$ cat src/rtl/acq_pkg.sv
package acq_pkg;
  typedef enum logic [1:0] {
    ST_IDLE,
    ST_ARMED,
    ST_SETTLE,
    ST_CAPTURE
  } acqState_t;

  typedef struct packed {
    logic push;
    logic pop;
    logic flush;
  } fifoCmd_t;

  localparam logic [2:0] ADDR_TRIG   = 3'd0;
  localparam logic [2:0] ADDR_START  = 3'd1;
  localparam logic [2:0] ADDR_FLUSH  = 3'd2;
  localparam logic [2:0] ADDR_DATA   = 3'd3;
  localparam logic [2:0] ADDR_TCCLR  = 3'd4;
  localparam logic [2:0] ADDR_STATUS = 3'd5;

  localparam int CTL_DMA_EN   = 3;
  localparam int CTL_FIFO_IE  = 8;
  localparam int CTL_HALF_SEL = 9;
  localparam int CTL_TC_IE    = 11;
  localparam int CTL_DEMAND   = 12;

  localparam logic [1:0] MODE_DELAY = 2'd3;
  localparam int TRIG_HW_BIT = 4;
endpackage

$ cat src/rtl/acq_fifo.sv
module acq_fifo
  import acq_pkg::*;
#(
  parameter int DATA_W = 16,
  parameter int DEPTH  = 16
) (
  input  logic              clk,
  input  logic              rstN,
  input  fifoCmd_t          cmd,
  input  logic [DATA_W-1:0] wrData,
  output logic [DATA_W-1:0] rdData,
  output logic              notEmpty,
  output logic              full,
  output logic              halfFull,
  output logic              overflow
);
  localparam int AW = $clog2(DEPTH);
  localparam int CW = AW + 1;

  logic [DATA_W-1:0] mem [DEPTH];
  logic [AW-1:0] wrPtr, rdPtr;
  logic [CW-1:0] count;
  logic doPush, doPop;

  assign notEmpty = (count != '0);
  assign full     = (count == CW'(DEPTH));
  assign halfFull = (count >= CW'(DEPTH / 2));
  assign doPush   = cmd.push && !full;
  assign doPop    = cmd.pop && notEmpty;
  assign rdData   = mem[rdPtr];

  always_ff @(posedge clk) begin
    if (doPush && !cmd.flush) mem[wrPtr] <= wrData;
  end

  always_ff @(posedge clk) begin
    if (!rstN || cmd.flush) begin
      wrPtr    <= '0;
      rdPtr    <= '0;
      count    <= '0;
      overflow <= 1'b0;
    end else begin
      if (doPush) wrPtr <= wrPtr + 1'b1;
      if (doPop)  rdPtr <= rdPtr + 1'b1;
      count <= count + CW'(doPush) - CW'(doPop);
      if (cmd.push && full) overflow <= 1'b1;
    end
  end

  // a flush leaves the FIFO empty with no overflow
  p_flush_clears_r2: assert property (@(posedge clk) disable iff (!rstN)
    cmd.flush |=> (!notEmpty && !overflow));
  // overflow is sticky until a flush
  p_ovfl_sticky_r7: assert property (@(posedge clk) disable iff (!rstN)
    (overflow && !cmd.flush) |=> overflow);
  // occupancy never exceeds the depth
  p_no_overflow_r7: assert property (@(posedge clk) disable iff (!rstN)
    count <= CW'(DEPTH));
endmodule

$ cat src/rtl/acq_ctrl.sv
module acq_ctrl
  import acq_pkg::*;
#(
  parameter int SETTLE_LEN = 72,
  parameter int BUS_W      = 16
) (
  input  logic             clk,
  input  logic             rstN,
  input  logic [2:0]       busAddr,
  input  logic             busWr,
  input  logic             busRd,
  input  logic [BUS_W-1:0] busWdata,
  input  logic             sampleValid,
  input  logic             extTrig,
  input  logic             dmaTc,
  input  logic             fifoNotEmpty,
  input  logic             fifoFull,
  input  logic             fifoHalf,
  output fifoCmd_t         cmd,
  output logic             eoaFlag,
  output logic             tcFlag,
  output logic             irq,
  output logic             dmaReq,
  output logic [BUS_W-1:0] ctlWord
);
  localparam int SCW = $clog2(SETTLE_LEN + 1);

  acqState_t state;
  logic [SCW-1:0] settleCnt;
  logic [1:0] trigMode;
  logic hwEn, extPrev, waitPop;
  logic trigWr, startWr, flushWr, tcClrWr, ctlWr, extRise, trigNow;

  assign trigWr  = busWr && busAddr == ADDR_TRIG;
  assign startWr = busWr && busAddr == ADDR_START;
  assign flushWr = busWr && busAddr == ADDR_FLUSH;
  assign tcClrWr = busWr && busAddr == ADDR_TCCLR;
  assign ctlWr   = busWr && busAddr == ADDR_STATUS;
  assign extRise = extTrig && !extPrev;
  assign trigNow = (state == ST_ARMED) && (hwEn ? extRise : startWr);

  assign cmd.push  = (state == ST_CAPTURE) && sampleValid;
  assign cmd.pop   = busRd && busAddr == ADDR_DATA;
  assign cmd.flush = flushWr;

  always_ff @(posedge clk) begin
    if (!rstN) begin
      state     <= ST_IDLE;
      settleCnt <= '0;
      trigMode  <= '0;
      hwEn      <= 1'b0;
      extPrev   <= 1'b0;
      eoaFlag   <= 1'b0;
    end else begin
      extPrev <= extTrig;
      if (flushWr) begin
        state   <= ST_IDLE;
        eoaFlag <= 1'b0;
      end else if (trigWr) begin
        trigMode <= busWdata[1:0];
        hwEn     <= busWdata[TRIG_HW_BIT];
        state    <= ST_ARMED;
      end else begin
        unique case (state)
          ST_ARMED: if (trigNow) begin
            settleCnt <= '0;
            state <= (trigMode == MODE_DELAY) ? ST_SETTLE : ST_CAPTURE;
          end
          ST_SETTLE: if (sampleValid) begin
            if (settleCnt == SCW'(SETTLE_LEN - 1)) state <= ST_CAPTURE;
            else settleCnt <= settleCnt + 1'b1;
          end
          ST_CAPTURE: if (sampleValid && fifoFull) begin
            state   <= ST_IDLE;
            eoaFlag <= 1'b1;
          end
          default: ;
        endcase
      end
    end
  end

  always_ff @(posedge clk) begin
    if (!rstN) begin
      ctlWord <= '0;
      tcFlag  <= 1'b0;
      waitPop <= 1'b0;
    end else begin
      if (ctlWr) ctlWord <= busWdata;
      if (dmaTc) tcFlag <= 1'b1;
      else if (tcClrWr) tcFlag <= 1'b0;
      if (dmaReq) waitPop <= 1'b1;
      else if (cmd.pop) waitPop <= 1'b0;
    end
  end

  assign dmaReq = ctlWord[CTL_DMA_EN] && fifoNotEmpty &&
                  (ctlWord[CTL_DEMAND] || !waitPop);
  assign irq = (ctlWord[CTL_TC_IE] && tcFlag) ||
               (ctlWord[CTL_FIFO_IE] &&
                (ctlWord[CTL_HALF_SEL] ? fifoHalf : fifoNotEmpty));

  // a flush write returns the trigger logic to idle
  p_flush_idle_r2: assert property (@(posedge clk) disable iff (!rstN)
    flushWr |=> state == ST_IDLE);
  // armed with the hardware trigger, only an edge leaves the armed state
  p_hw_only_r5: assert property (@(posedge clk) disable iff (!rstN)
    (state == ST_ARMED && hwEn && !extRise && !trigWr && !flushWr) |=> state == ST_ARMED);
  // a request needs DMA enabled and data present
  p_req_valid_r9: assert property (@(posedge clk) disable iff (!rstN)
    dmaReq |-> (ctlWord[CTL_DMA_EN] && fifoNotEmpty));
  // without demand mode a request lasts one cycle
  p_single_pulse_r10: assert property (@(posedge clk) disable iff (!rstN)
    (dmaReq && !ctlWord[CTL_DEMAND] && !ctlWr) |=> !dmaReq);
  // the terminal-count flag only rises after a terminal count
  p_tc_source_r11: assert property (@(posedge clk) disable iff (!rstN)
    $rose(tcFlag) |-> $past(dmaTc));
endmodule

$ cat src/rtl/acq_trig_ctrl.sv
module acq_trig_ctrl
  import acq_pkg::*;
#(
  parameter int DEPTH      = 16,
  parameter int SETTLE_LEN = 72
) (
  input  logic        clk,
  input  logic        rstN,
  input  logic [2:0]  busAddr,
  input  logic        busWr,
  input  logic        busRd,
  input  logic [15:0] busWdata,
  output logic [15:0] busRdata,
  input  logic        sampleValid,
  input  logic [15:0] sampleData,
  input  logic        extTrig,
  input  logic        calBusy,
  input  logic [1:0]  boardId,
  input  logic        dmaTc,
  output logic        dmaReq,
  output logic        irq,
  output logic [15:0] irqDmaCfg
);
  fifoCmd_t cmd;
  logic [15:0] fifoData;
  logic notEmpty, full, halfFull, overflow, eoaFlag, tcFlag;
  logic [15:0] statusWord;

  acq_ctrl #(.SETTLE_LEN(SETTLE_LEN), .BUS_W(16)) u_ctrl (
    .clk(clk), .rstN(rstN), .busAddr(busAddr), .busWr(busWr), .busRd(busRd),
    .busWdata(busWdata), .sampleValid(sampleValid), .extTrig(extTrig),
    .dmaTc(dmaTc), .fifoNotEmpty(notEmpty), .fifoFull(full), .fifoHalf(halfFull),
    .cmd(cmd), .eoaFlag(eoaFlag), .tcFlag(tcFlag), .irq(irq), .dmaReq(dmaReq),
    .ctlWord(irqDmaCfg)
  );

  acq_fifo #(.DATA_W(16), .DEPTH(DEPTH)) u_fifo (
    .clk(clk), .rstN(rstN), .cmd(cmd), .wrData(sampleData), .rdData(fifoData),
    .notEmpty(notEmpty), .full(full), .halfFull(halfFull), .overflow(overflow)
  );

  assign statusWord = {6'b0, boardId, tcFlag, irq, calBusy, eoaFlag,
                       overflow, 2'b0, notEmpty};

  always_comb begin
    unique case (busAddr)
      ADDR_STATUS: busRdata = statusWord;
      ADDR_DATA:   busRdata = fifoData;
      default:     busRdata = '0;
    endcase
  end
endmodule

$ cat config.mk
export PLATFORM = sky130hd
export DESIGN_NAME = acq_trig_ctrl
export DESIGN_NICKNAME = d
export VERILOG_FILES = /design/src/rtl/acq_pkg.sv /design/src/rtl/acq_fifo.sv /design/src/rtl/acq_ctrl.sv /design/src/rtl/acq_trig_ctrl.sv
export SDC_FILE = /design/constraint.sdc
export NUM_CORES = 1
export LEC_CHECK = 0
export BUFFER_PORTS_ARGS = -buffer_cell sky130_fd_sc_hd__buf_2
export CAP_MARGIN = 10
export CORE_UTILIZATION = 40
export DETAILED_ROUTE_END_ITERATION = 8
export MAX_ROUTING_LAYER = met4
export SYNTH_ARGS = -nofsm -noshare
export SYNTH_HDL_FRONTEND = slang
export SYNTH_SLANG_ARGS = --single-unit
export TNS_END_PERCENT = 10
$ cat constraint.sdc
create_clock -name clk -period 5.44 [get_ports clk]
set_input_delay 1.088 -clock clk [delete_from_list [all_inputs] [get_ports clk]]
set_output_delay 1.088 -clock clk [all_outputs]
set_load 0.01 [all_outputs]
Word level (Yosys, flattened, before mapping)
Memories as Yosys holds them, arrays and structs flattened. A register that Yosys moved wholly into a read port is not among the register bits.
Cells that the tools add are included.
Widths: inputs -> output; s select.
- magnitude comparators: 1
- $mul: 0
- equality and inequality tests: 20
- bitwise gates (word level): 3
- $add $sub $neg: 5
- reductions and logical operators: 40
- multiplexer cells: 22
- shift-type cells: 0
- div/mod/pow operators: 0
- operators by type and width (cell ; count):
    $pmux 16 s2 ; 1
    $mux 7 ; 3
    $logic_and 1x1->1 ; 18
    $pmux 7 s2 ; 1
    $mux 1 ; 10
    $reduce_and 5->1 ; 2
    $add 4x1->4 const B ; 2
    $mux 2 ; 4
    $mux 4 ; 2
    $add 7x1->7 const B ; 1
    $eq 7x7->1 const B ; 1
    $eq 2x2->1 const B ; 3
    $eq 3x2->1 const B ; 2
    $eq 3x3->1 const B ; 2
    $ne 2x2->1 const B ; 3
    $ne 3x1->1 const B ; 2
    $ne 3x2->1 const B ; 2
    $pmux 2 s3 ; 1
    $reduce_and 6->1 ; 1
    $reduce_bool 2->1 ; 3
    $add 5x1->5 ; 1
    $eq 5x5->1 const B ; 1
    $ge 5x4->1 const B ; 1
    $logic_not 1->1 ; 5
    14 further kinds ; 19
- word-level logic and storage cells: 106
- memory bits (writable): 256
- memories: 1
- latch bits: 0
- output and inout port bits: 34
- bits in registers: 46
- ROM bits: 0
- memory list (name ; depth ; width ; rd ports ; clocked after Yosys merged registers in ; write ports ; line ; source):
    u_fifo.mem ; 16 ; 16 ; 1 ; 1 ; 1 ; acq_fifo.sv:20 ; logic [DATA_W-1:0] mem [DEPTH];

Longest topological paths before layout
- word-level depth: 7
- mapped depth: 11

Hierarchy
A second synthesis with hierarchy kept.
- cells, all modules: 728
- area total of the unflattened synthesis: 12310.6 sq um
- by module, submodules not included (module ; area an instance (sq um) ; sequential area each (sq um) ; instances ; cells an instance):
    acq_fifo ; 10586.4 ; 8047.7 ; 1 ; 514
    acq_ctrl ; 1443.9 ; 640.6 ; 1 ; 175
    acq_trig_ctrl ; 280.3 ; 0.0 ; 1 ; 39

Worst setup path after synthesis
No wires, ideal clock.
- path type: input to output
- from: input busAddr[1]
- to: output busRdata[0]
- slack: 2144 ps
- path buffers: 1
- arrival: 2208 ps
- stages: 5
- required time: 4352 ps
- path through: buf_2 nand3b_1 nor3b_1 a22o_1 a221o_1
- word-level cells in the longest chain between the ends: 2
- elaborated cells on any way between the ends: 3
- those cells by class: eq/ne (2); mux (1)
- ends and longest elaborated chain (element ; line ; source):
    start, declared ; acq_trig_ctrl.sv:9 ; input logic [2:0] busAddr,
    $eq 3x2->1 / $eq 3x3->1 (equally long branches) ; acq_trig_ctrl.sv:46 ; unique case (busAddr)
    $pmux 16 s2 (*) ; acq_trig_ctrl.sv:46 ;
    end, declared ; acq_trig_ctrl.sv:13 ; output logic [15:0] busRdata,
Mark *: on every way between the ends. The rest lies on a longest branch, timed or not.

==> metrics.txt <==
status finished clean; syn_nets 750; Net Sw Frac around 20%; Leakage between 4 and 5 nW; die width 176.3 µm; Logic pwr share under 10%; number of fillers in the final layout approximately 2500; GRT Total Usage 17.34%; routed via count 6561; Critical Path RT between 4 and 5 ns; Syn Inst Count 691; port bufs slightly below 80; vias in the first global route 6451; Yosys cell types 58; fraction of layout cells with a size suffix above 1 between 20% and 30%; Reg area between 0.008 and 0.009 mm²; Vias/cell between 5 and 6; GRT busiest layer met2; CTS hold repair buffers 0; routability cong. 0.7913; Pwr Total approximately 0.005 W; post-route minimum period between 4 and 5 ns; pwr dens ~360 mW/mm²; DRT Pass-1 Iters 5; ys async rst share 0%; max_cap viols 0; buffer depth of the longest clock path 3; Antenna Nets Post-Route 0; critical setup path kind flop to primary output; # Post-CTS Setup Buffers 0; Initial Utilization ~41%; clock net sink count roughly 310; grt total ovfl 0; I/O Pins between 70 and 80; worst vdd ir approximately 0.26 mV; Hold Violations, Final 0; setup TNS 0 ns; Core ar. about 0.030 mm²; sequential fraction of the synthesis area between 70% and 80%; Reg clk slew, reported paths about 0.060 ns; NumNets Final ~850; Final period util between 70% and 80%; Iteration-0 DRC Markers approximately 520; pin count of the biggest net entering global routing between 50 and 60; first-pass GRT wire length between 30000 and 40000 µm; Slew HR a little under a quarter; setup ws final ~1.3 ns; Final setup viols 0; CTS root buf clkbuf_16; unrepaired setup endpoints after global routing false; largest fanout on the critical path 18; post-synthesis cell area between 0.01 and 0.015 mm²; die height approximately 180 µm; wire length per cell 21.24 µm; #FFs+latches synth 306; Post-synth EDFFs approximately 260; later-pin clock latency in the skew report between 0.5 and 0.6 ns; CTS Buf Count 31; skew final about 0.01 ns; Net Switching 0.001034 W; FF-to-FF path depth 7; Clk pwr share a little under half; Die ar. just over 0.03 mm²; crit path launch type flop; WHS Path Cells 2; Int Power 0.004109 W; synthesized area per cell 17.59 µm²; Ys Warns 0; Slew Limit Fails 0; met3 track demand over resource under 10%; H-tree Lvls 1; worst-case hold path end point u_ctrl.ctlWord[13]$_SDFFE_PN0P_; CP endpoint kind primary output; initial antenna violation count 2; measured slew at the worst slew-check pin 1.158 ns; Worst Hold Launch u_ctrl.ctlWord[13]$_SDFFE_PN0P_; GR Util met2 25.92%; hpwl dp 15000 µm; Routed WL roughly 26000 µm; Hold WC Path Type flop to flop; M1 GR Usage about 24%; Worst R2R Setup Slack roughly 2.5 ns; Main synth FF type edfxtp_1; # rows 63; Max Clk Rate about 240 MHz; area of the multi-input gates roughly 0.0033 mm²; # DRC 0; WP data arrival approximately 3.1 ns; Flop pwr share between 50% and 60%; post-place setup slack 1.699 ns; reg2reg end u_fifo.mem[12][11]$_DFFE_PP_; CTS tree yes; worst r2r src u_fifo.count[2]$_SDFF_PP0_; Area growth syn-to-layout 17.08%; post-CTS sizing 0
[layer usage]
layer,vias to the layer above,routed length [µm]
met1,3351,12050
met4,0,541
met3,38,1570
met2,195,11560
li1,2977,-
met5,-,0
[synth_stat cells (8+ instances only)]
master	n	area share [%]
a21oi_1	30	1.2
dfxtp_1	50	8.2
nand2_1	52	1.6
nor2_1	40	1.2
o22ai_1	9	0.46
ha_1	13	1.3
and3_1	11	0.57
edfxtp_1	256	63
nand3_1	8	0.33
inv_1	9	0.28
o21ai_0	8	0.33
clkbuf_1	13	0.40
a221o_1	8	0.66
mux2i_1	21	1.7
buf_2	10	0.41
mux4_2	58	11
[worst max-delay path: stages (launching register included)]
cell     delay (ns)
dfxtp_1        0.98
buf_4          0.42
mux4_2         0.34
mux2_2         0.28
a221o_1        0.32
buf_2          0.14
[placed cells by master (no fill, tap or decap), types with 3 or more instances in the layout]
master     count
a22o_1         7
o21ai_0        8
ha_1          13
mux4_1         5
edfxtp_1     256
nor3b_1        3
and3_1        11
nand3b_1       5
o22ai_1        9
nor3_1         4
and2_1         3
dfxtp_1       47
nand2_1       52
clkinv_1       7
a21oi_1       30
bufinv_16      9
mux2i_1       21
mux4_2        58
nor2_2        16
buf_4         22
buf_2         78
xor2_1         3
xnor2_1        6
o21a_1         3
nor2_1        24
clkbuf_16     31
mux2_2         7
a31oi_1        7
inv_1          9
clkinv_2       4
nand3_1        8
a221o_1        8
[cell families (layout without fill, tap and decap cells)]
logic type | count (synthesis) | in the layout | share of synthesized area [%]
AND/OR/NAND/NOR | 144 | 144 | 5.775
other | 0 | 2 | 0
multiplexers | 91 | 91 | 14.20
XOR/XNOR | 9 | 9 | 0.6485
flip-flops | 306 | 306 | 71.48
AO/OA/AOI/OAI | 86 | 86 | 4.673
adder cells (fa/ha/maj) | 14 | 14 | 1.503
buffers and inverters | 41 | 169 | 1.719
[flip-flops by register name, indices dropped and copies added, names as in the netlist, 2 cells and up, named ones only]
signal	flops
u_fifo.mem	256
u_ctrl.ctlWord	16
u_ctrl.settleCnt	7
u_fifo.count	5
u_fifo.rdPtr	4
u_fifo.wrPtr	4
u_ctrl.state	2
u_ctrl.trigMode	2
[worst max path at each step]
stage | from | end | slack, ns | depth (start not counted)
2_1_floorplan | busAddr[1] | busRdata[0] | 2.14 | 5
3_3_place_gp | busAddr[2] | busRdata[0] | 1.70 | 5
3_5_place_dp | busAddr[2] | busRdata[4] | 1.70 | 5
4_1_cts | flop | busRdata[14] | 1.16 | 5
5_1_grt | flop | busRdata[14] | 1.06 | 5
6_report | flop | busRdata[9] | 1.29 | 5
[power by group through the flow]
stage,logic (W),clock network (W),registers (W)
after global placement,0.000221,0,0.00262
after global routing,0.000244,0.00248,0.00257
after CTS,0.000222,0.00239,0.00257
after floorplan,0.000151,0,0.00261
after detailed placement,0.000221,0,0.00262
final,0.000221,0.00235,0.00257
[through the flow]
stage / util, % / std cells / instance area [µm²] / hold WS [ns]
2_1_floorplan: - / 691 / 12160 / 0.4408
3_3_place_gp: 43.88 / 1150 / 13070 / 0.4397
3_5_place_dp: 43.88 / 1150 / 13070 / 0.4476
4_1_cts: 47.69 / 1208 / 14210 / 0.4577
5_1_grt: 47.76 / 1211 / 14230 / 0.4742
6_report: 47.76 / 1211 / 14230 / 0.4538
[layout make-up]
| type | count | share of cell area (%) |
|---|---|---|
| Clock buffer | 33 | 5.504 |
| Sequential cell | 306 | 61.10 |
| Inverter | 10 | 0.2638 |
| Clock inverter | 25 | 2.488 |
| Tap cell | 390 | 3.429 |
| Timing Repair Buffer | 101 | 4.009 |
| Antenna cell | 2 | 0.03517 |
| Multi-Input combinational cell | 344 | 23.18 |
Note: power is estimated with default switching activity, not from simulation.
